--- src/rtl/bpa_pkg.sv ---
`timescale 1ns/1ps
package bpa_pkg;
  // framing bits stored beside each beat in the packet FIFO
  typedef struct packed {
    logic sop;
    logic eop;
  } bpa_mark_t;
endpackage

--- src/rtl/bpa_pkt_fifo.sv ---
`timescale 1ns/1ps
// Beat FIFO with first-word fall-through head. DEPTH must be a power of two.
module bpa_pkt_fifo #(
  parameter int WIDTH = 34,
  parameter int DEPTH = 32,
  parameter int CNT_W = $clog2(DEPTH + 1)
) (
  input  logic             clk,
  input  logic             rst_n,
  input  logic             wr_en,
  input  logic [WIDTH-1:0] wr_data,
  input  logic             rd_en,
  output logic [WIDTH-1:0] rd_data,
  output logic [CNT_W-1:0] count
);
  localparam int AW = $clog2(DEPTH);
  localparam logic [CNT_W-1:0] FULL_C = CNT_W'(DEPTH);

  logic [WIDTH-1:0] mem [DEPTH];
  logic [AW-1:0]    wr_ptr_q, wr_ptr_d;
  logic [AW-1:0]    rd_ptr_q, rd_ptr_d;
  logic [CNT_W-1:0] cnt_q, cnt_d;

  always_comb begin
    wr_ptr_d = wr_ptr_q;
    rd_ptr_d = rd_ptr_q;
    if (wr_en) wr_ptr_d = wr_ptr_q + AW'(1);
    if (rd_en) rd_ptr_d = rd_ptr_q + AW'(1);
    cnt_d = cnt_q + CNT_W'(wr_en) - CNT_W'(rd_en);
  end

  always_ff @(posedge clk or negedge rst_n) begin
    if (!rst_n) begin
      wr_ptr_q <= '0;
      rd_ptr_q <= '0;
      cnt_q    <= '0;
    end else begin
      wr_ptr_q <= wr_ptr_d;
      rd_ptr_q <= rd_ptr_d;
      cnt_q    <= cnt_d;
    end
  end

  // storage array carries no reset
  always_ff @(posedge clk) begin
    if (wr_en) mem[wr_ptr_q] <= wr_data;
  end

  assign rd_data = mem[rd_ptr_q];
  assign count   = cnt_q;

  // input gating must keep the array from being overrun
  assert_no_overflow_R7: assert property (@(posedge clk) disable iff (!rst_n)
    wr_en |-> (cnt_q < FULL_C));
  // the transmit side may only pull beats that exist
  assert_no_underflow_R3: assert property (@(posedge clk) disable iff (!rst_n)
    rd_en |-> (cnt_q != '0));
endmodule

--- src/rtl/bpa_tx_ctrl.sv ---
`timescale 1ns/1ps
// Transmit sequencer: packet gating, stop window and output beat register.
module bpa_tx_ctrl #(
  parameter int DATA_W     = 32,
  parameter int SKID_BEATS = 8,
  parameter int PKT_W      = 6
) (
  input  logic              clk,
  input  logic              rst_n,
  input  logic              port_ready,
  input  logic              wr_eop,
  input  logic [DATA_W-1:0] head_data,
  input  logic              head_sop,
  input  logic              head_eop,
  output logic              pop,
  output logic              out_valid,
  output logic [DATA_W-1:0] out_data,
  output logic              out_sop,
  output logic              out_eop
);
  localparam int WIN_W = $clog2(SKID_BEATS + 1);
  localparam logic [WIN_W-1:0] WIN_MAX = WIN_W'(SKID_BEATS);

  logic [WIN_W-1:0]  win_q, win_d;   // beats launched since ready fell
  logic [PKT_W-1:0]  pkt_q, pkt_d;   // complete packets held in the FIFO
  logic              mid_q, mid_d;   // a packet is open on the output
  logic              vld_q;
  logic [DATA_W-1:0] data_q;
  logic              sop_q, eop_q;
  logic              allow, have;

  always_comb begin
    allow = port_ready || (win_q < WIN_MAX);
    have  = mid_q || (pkt_q != '0);
    pop   = allow && have;

    if (port_ready)          win_d = '0;
    else if (win_q == WIN_MAX) win_d = win_q;
    else                     win_d = win_q + WIN_W'(1);

    pkt_d = pkt_q + PKT_W'(wr_eop) - PKT_W'(pop && head_eop);
    mid_d = pop ? !head_eop : mid_q;
  end

  always_ff @(posedge clk or negedge rst_n) begin
    if (!rst_n) begin
      win_q <= WIN_MAX;
      pkt_q <= '0;
      mid_q <= 1'b0;
      vld_q <= 1'b0;
    end else begin
      win_q <= win_d;
      pkt_q <= pkt_d;
      mid_q <= mid_d;
      vld_q <= pop;
    end
  end

  // payload register, loaded only when a beat is launched
  always_ff @(posedge clk) begin
    if (pop) begin
      data_q <= head_data;
      sop_q  <= head_sop;
      eop_q  <= head_eop;
    end
  end

  assign out_valid = vld_q;
  assign out_data  = data_q;
  assign out_sop   = sop_q;
  assign out_eop   = eop_q;

  // an open packet keeps flowing while the port is ready
  assert_no_bubble_R4: assert property (@(posedge clk) disable iff (!rst_n)
    (mid_q && port_ready) |=> vld_q);
  // once the window is used up nothing more leaves
  assert_stop_window_R5: assert property (@(posedge clk) disable iff (!rst_n)
    (!port_ready && (win_q == WIN_MAX)) |=> !vld_q);
  // a suspended packet resumes right after ready returns
  assert_resume_R6: assert property (@(posedge clk) disable iff (!rst_n)
    ($rose(port_ready) && mid_q) |=> vld_q);
endmodule

--- src/rtl/bpa_tx_adapter.sv ---
`timescale 1ns/1ps
// Top: store-and-forward adapter from a ready/valid source to a port with
// a bounded stop window after ready falls.
// Constraints: DEPTH is a power of two, DEPTH >= 2*MAX_PKT, SKID_BEATS <= 15.
module bpa_tx_adapter
  import bpa_pkg::*;
#(
  parameter int DATA_W     = 32,
  parameter int MAX_PKT    = 16,
  parameter int DEPTH      = 32,
  parameter int SKID_BEATS = 8
) (
  input  logic              clk,
  input  logic              rst_n,
  input  logic              in_valid,
  input  logic [DATA_W-1:0] in_data,
  input  logic              in_sop,
  input  logic              in_eop,
  output logic              in_ready,
  input  logic              port_ready,
  output logic              out_valid,
  output logic [DATA_W-1:0] out_data,
  output logic              out_sop,
  output logic              out_eop
);
  localparam int FIFO_W = DATA_W + 2;
  localparam int CNT_W  = $clog2(DEPTH + 1);
  localparam logic [CNT_W-1:0] DEPTH_C = CNT_W'(DEPTH);
  localparam logic [CNT_W-1:0] ROOM_C  = CNT_W'(MAX_PKT);

  logic              wr_en, pop;
  logic [CNT_W-1:0]  fifo_cnt;
  logic [FIFO_W-1:0] head_word;
  bpa_mark_t         in_mark, head_mark;

  assign in_ready = (DEPTH_C - fifo_cnt) >= ROOM_C;
  assign wr_en    = in_valid && in_ready;
  assign in_mark  = '{sop: in_sop, eop: in_eop};
  assign head_mark = bpa_mark_t'(head_word[FIFO_W-1 -: 2]);

  bpa_pkt_fifo #(
    .WIDTH (FIFO_W),
    .DEPTH (DEPTH),
    .CNT_W (CNT_W)
  ) u_fifo (
    .clk     (clk),
    .rst_n   (rst_n),
    .wr_en   (wr_en),
    .wr_data ({in_mark, in_data}),
    .rd_en   (pop),
    .rd_data (head_word),
    .count   (fifo_cnt)
  );

  bpa_tx_ctrl #(
    .DATA_W     (DATA_W),
    .SKID_BEATS (SKID_BEATS),
    .PKT_W      (CNT_W)
  ) u_ctrl (
    .clk        (clk),
    .rst_n      (rst_n),
    .port_ready (port_ready),
    .wr_eop     (wr_en && in_eop),
    .head_data  (head_word[DATA_W-1:0]),
    .head_sop   (head_mark.sop),
    .head_eop   (head_mark.eop),
    .pop        (pop),
    .out_valid  (out_valid),
    .out_data   (out_data),
    .out_sop    (out_sop),
    .out_eop    (out_eop)
  );
endmodule

--- config.mk ---
export PLATFORM = sky130hd
export DESIGN_NAME = bpa_tx_adapter
export DESIGN_NICKNAME = d
export VERILOG_FILES = /design/src/rtl/bpa_pkg.sv /design/src/rtl/bpa_pkt_fifo.sv /design/src/rtl/bpa_tx_ctrl.sv /design/src/rtl/bpa_tx_adapter.sv
export SDC_FILE = /design/constraint.sdc
export NUM_CORES = 1
export LEC_CHECK = 0
export ABC_AREA = 1
export ABC_CLOCK_PERIOD_IN_PS = 3900
export BUFFER_PORTS_ARGS = -buffer_cell sky130_fd_sc_hd__buf_2
export CAP_MARGIN = 5
export CORE_UTILIZATION = 54
export CTS_BUF_LIST = sky130_fd_sc_hd__clkbuf_8
export DETAILED_ROUTE_END_ITERATION = 7
export PLACE_DENSITY_LB_ADDON = 0.08
export SLEW_MARGIN = 15
export SYNTH_ARGS = -nofsm -noshare
export SYNTH_HDL_FRONTEND = slang
export SYNTH_SLANG_ARGS = --single-unit
--- constraint.sdc ---
create_clock -name clk -period 3.9 [get_ports clk]
set_input_delay 0.195 -clock clk [delete_from_list [all_inputs] [get_ports clk]]
set_output_delay 0.195 -clock clk [all_outputs]
set_load 0.01 [all_outputs]
After elaboration in Yosys (flattened, before gate mapping)
Memory sizes are Yosys's and may differ from the RTL's.
Cells that the tools add are included.
Word-level totals
  register bits: 62
  RAM bits: 1088
  input bits: 38
  output and inout port bits: 36
  word-level logic and storage cells: 35
  memories: 1
Memories
  u_fifo.mem: words 32, bits a word 34, read ports 1, clocked after memory_dff 0, wr ports 1, line bpa_pkt_fifo.sv:19  | logic [WIDTH-1:0] mem [DEPTH];
Operators by class
  $add $sub $neg: 8
  $lt $le $gt $ge: 2
  equal/unequal tests: 2
  multiplexer cells: 4
  reductions and logical operators: 8
Operators with widths (count)
  $add 6x1->6: 2
  $sub 6x1->6: 2
  $add 5x1->5 const B: 2
  $mux 4: 2
  $ge 6x5->1 const B: 1
  $reduce_bool 6->1: 1
  $sub 6x6->6 const A: 1
  $add 4x1->4 const B: 1
  $eq 4x4->1 const B: 1
  $logic_and 1x1->1: 4
  $lt 4x4->1 const B: 1
  $logic_or 1x1->1: 2
  $mux 1: 2
  $ne 2x2->1 const B: 1
  $logic_not 1->1: 1

Depth between registers and ports, before layout
  depth after elaboration: 6
  gate-level depth with buffers: 21
  mapped depth without buffers: 18

Modules after synthesis
From an unflattened synthesis, not the netlist that was laid out.
Second synthesis, totals
  cell total of the unflattened synthesis: 4434
  area, all modules: 48467.7 um^2
Modules (own cells, without submodules)
  bpa_pkt_fifo: instances 1, cells an instance 4304, area an instance 46656.0 um^2, seq. area each 33071.7 um^2
  bpa_tx_ctrl: instances 1, cells an instance 115, area an instance 1737.9 um^2, seq. area each 1322.5 um^2
  bpa_tx_adapter: instances 1, cells an instance 15, area an instance 73.8 um^2, seq. area each 0.0 um^2

Least setup slack after synthesis
Ideal clock, no wire load.
  kind: register to register
  from: register u_fifo.cnt_q[1] (netlist: u_fifo.count[1])
  to: memory u_fifo.mem[31][0] (enable)
  setup time: 0.467 ns
  data arrival time: 3.484 ns
  required time: 3.433 ns
  slack: -0.051 ns
  cell stages (with the launch flop): 8
  buffers on the path: 0
  clock period less this slack: 3.951 ns
  path through: dfrtp_1 > inv_1 > ha_1 > nand3_1 > xor2_1 > nand3_1 > nand2_1 > nor3_1
On the way
  cells in the longest elaborated chain, start to end: 5
Ends and longest elaborated chain
  start: declaration: line bpa_pkt_fifo.sv:22  | logic [CNT_W-1:0] cnt_q, cnt_d;
  start signal: assignment: line bpa_pkt_fifo.sv:40  | cnt_q <= cnt_d;
  $sub 6x6->6: line bpa_tx_adapter.sv:36  | assign in_ready = (DEPTH_C - fifo_cnt) >= ROOM_C;
  $ge 6x5->1: line bpa_tx_adapter.sv:36
  net in_ready: line bpa_tx_adapter.sv:19  | output logic in_ready,
  $logic_and 1x1->1: line bpa_tx_adapter.sv:37  | assign wr_en = in_valid && in_ready;
  $mux 1: line bpa_pkt_fifo.sv:46  | if (wr_en) mem[wr_ptr_q] <= wr_data;
  $mux 1 (not written as such): line bpa_pkt_fifo.sv:46
  end: declaration: line bpa_pkt_fifo.sv:19
The timed path passes the listed nets, and every way through them passes these cells.

Worst setup path after layout
  from: register u_fifo.cnt_q[1] (netlist: u_fifo.count[1])
  to: memory u_fifo.mem[30][25] (enable)
On the way
  cells in the longest elaborated chain, start to end: 5
Ends and longest elaborated chain (line)
  $sub 6x6->6: bpa_tx_adapter.sv:36
  $ge 6x5->1: bpa_tx_adapter.sv:36
  $logic_and 1x1->1: bpa_tx_adapter.sv:37
  $mux 1: bpa_pkt_fifo.sv:46
  $mux 1 (not written as such): bpa_pkt_fifo.sv:46
No other way between the ends.

==> flow_summary.ini <==
[run_status]
status = finished clean

[detailed_routing]
ant_nets = 0
first_pass_iters = 6
drtIter0Drc = 2983
remaining_drc_errors = 0
viasPerCell = 5.77
num_vias = 30000
post_drt_wl_per_cell_um = 24.7
drt-total-wl_um = 129000

[timing]
slew_violations = 0
max_freq_mhz = 302
finalCritPeriodShare = 0.850
hold_viol_final = 0
fin_crit_ns = 3.31
worst_pin_slew_ns = 1.20
fin_worst_skew_ns = 0.0414
rsz0062_at_grt = no
setup_violations = 0
slew_headroom = 0.200
fin_setup_tns_ns = 0

[clock_network]
clock_sinks = 1150
cts_made_buffers = 180
htreeDepth = 4
cts_tree = done
clkLatencyLatePin_ns = 0.84
cts_root_buf = clkbuf_8
clkTransAtPathRegs_ns = 0.06
post_cts_buffers = 0
cts_max_path_buffers = 3

[logic_synthesis]
ys_types = 29
synth_area_per_cell_um2 = 12.3
yosys-top-cells-area = edfxtp_1 (73%), nor2_1 (6.7%), o21ai_0 (5.1%), nand2_1 (3.0%), o211ai_1 (2.2%)
synth_area_leader_cell = edfxtp_1
synthCells = 3761
synth_area_um2 = 46400
synth-warning-count = 0
yosysSeqAreaShare = 0.741
ys_seq_elements = 1150
synth_fp_nets = 3825
synth_top_cell_area_share = 0.726

[critical_path]
reg2reg_to = u_fifo.mem[30][25]
crit_fanout = 28
startpoint_type = register
crit_path_end = u_fifo.mem[30][25]
worstPathRequired_ns = 4.38
criticalPathCategory = reg -> reg
r2r_slack_ns = 0.59
cp_data_arrival_time_ns = 3.80
r2r-start = u_fifo.count[1]
critPathCaptureType = register
startpoint = u_fifo.count[1]
worstRegToRegCells = 10

[placed_design]
dp_hpwl_um = 67500
io_buffers = 73
gp_congestion = 0.842

[worst_hold_path]
min_path_cells = 5
min_path_type = in -> reg

[layout]
utilization = 0.611
area_growth_pct = 12.1
layout.nets = 3983
drive_above_1_share = 0.120
nFillCells = 6832

[die]
ios = 74
start_util = 0.545
die_y_um = 295
rows = 107
core-area_um2 = 85100
die-area_um2 = 87100
die_x_um = 295

[grt]
antenna_found_initial = 10
grt_pass1_vias = 29100
gr-total-overflow = 0
grt_pass1_wl_um = 187000
track_usage = 0.298
grt_max_degree = 205

[power]
power_density_nw_per_um2 = 712
p_leak_nw = 18.2
irDropWorstVdd_mv = 0.620

[run]
max-cap-violations = 0
## metrics by stage
| stage | instances | total power, W | hold WS, ns | cell area (um^2) | setup WS (ns) |
|---|---|---|---|---|---|
| finish | 5210 | 0.0371 | 0.240 | 52000 | 0.585 |
| global route | 5209 | 0.0391 | 0.258 | 52000 | 0.364 |
| floorplan | 3761 | 0.0234 | -0.101 | 46400 | 0.454 |
| CTS | 5207 | 0.0372 | 0.158 | 52000 | 0.610 |
| detailed placement | 4841 | 0.0277 | 0.283 | 48300 | 0.641 |
| global placement | 4841 | 0.0275 | 0.278 | 48300 | 0.690 |
## worst min-delay path by stage
stage	startpoint	to	slack, ns
after floorplan	rst_n	u_ctrl.mid_q	-0.10
after global placement	rst_n	u_fifo.count[3]	0.28
after detailed placement	rst_n	u_fifo.count[2]	0.28
after CTS	port_ready	u_ctrl.win_q[2]	0.16
after global routing	port_ready	u_ctrl.win_q[2]	0.26
final	port_ready	u_ctrl.win_q[2]	0.24
## layer usage
metal | vias to the layer above | part of all wire | track usage
met2 | 1380 | 0.47 | 0.470
met3 | 250 | 0.083 | 0.0574
met4 | 8 | 0.037 | 0.117
met5 | - | 0.00036 | 0
met1 | 14800 | 0.41 | 0.410
li1 | 13600 | - | -
## cell families after synthesis
group / after synthesis / synth area share
AND/OR/NAND/NOR: 1441 / 0.125
flip-flops: 1150 / 0.741
AO/OA/AOI/OAI: 745 / 0.0876
buffers and inverters: 381 / 0.0359
adder cells (fa/ha/maj): 26 / 0.00733
XOR/XNOR: 18 / 0.00340
## sequential cells by signal, summed over array words and instances (netlist names)
register and cells:
u_fifo.count 6, u_ctrl.pkt_q 6, u_ctrl.win_q 4, u_ctrl.mid_q 1, u_ctrl.out_data 32, u_fifo.mem 1088
u_fifo.rd_ptr_q 5, u_fifo.wr_ptr_q 5, u_ctrl.out_sop 1, u_ctrl.out_valid 1, u_ctrl.out_eop 1
## layout make-up
cell class	instances	area [um^2]	area share
tap	1144	1430	0.0275
antenna	3	7.51	0.000144
timing repair buffer	199	1640	0.0315
clock inverter	137	736	0.0141
multi-input combinational	2230	10600	0.204
sequential	1150	34400	0.661
inverter	158	609	0.0117
clock buffer	189	2600	0.0500
## report_power, final
part / internal [W] / switching [W]
Sequential: 0.0146 / 0.000514
Clock: 0.00477 / 0.00469
Combinational: 0.00354 / 0.00896
Total: 0.0229 / 0.0142
## critical path, cell delays in order (launching register included)
cell     delay [ns]
dfrtp_1        0.41
inv_1          0.14
ha_1           0.17
nand3_1        0.09
xor2_1         0.15
nand3_1        0.08
nand2_1        0.18
inv_1          0.31
nand2_1        0.54
nor2_4         0.55
buf_12         0.33
## repair_timing
item | CTS | global route
hold endpoints to repair | 1127 | 0
hold buffers | 40 | 0
resized for setup | 0 | 0
## cell usage in the layout, fill, tap and decap left out, drive strengths merged, types with 15 or more instances in the layout
cell type	n
edfxtp	1122
nor2	832
o21ai	536
nand2	372
inv	213
clkbuf	189
nand3	167
buf	159
o211ai	133
clkinv	75
a21oi	74
or2	66
dlygate4sd3	40
dfrtp	27
ha	24
xor2	15
## synthesized netlist by cell type
master / number
edfxtp_1: 1122
o211ai_1: 133
nor3_1: 2
dfstp_2: 1
o21bai_1: 1
ha_1: 24
xor2_1: 15
o21ai_0: 472
nand2_1: 372
nor2_1: 832
inv_1: 151
fa_1: 2
a21oi_1: 74
buf_4: 29
o21ai_1: 64
or2_2: 62
inv_4: 1
xnor2_1: 3
clkinv_1: 2
inv_2: 4
buf_2: 62
clkbuf_1: 99
nand4_1: 2
nand3_1: 167
or2_0: 4
buf_1: 27
o31ai_1: 1
buf_6: 6
dfrtp_1: 27
Note: power is estimated with default switching activity, not from simulation.
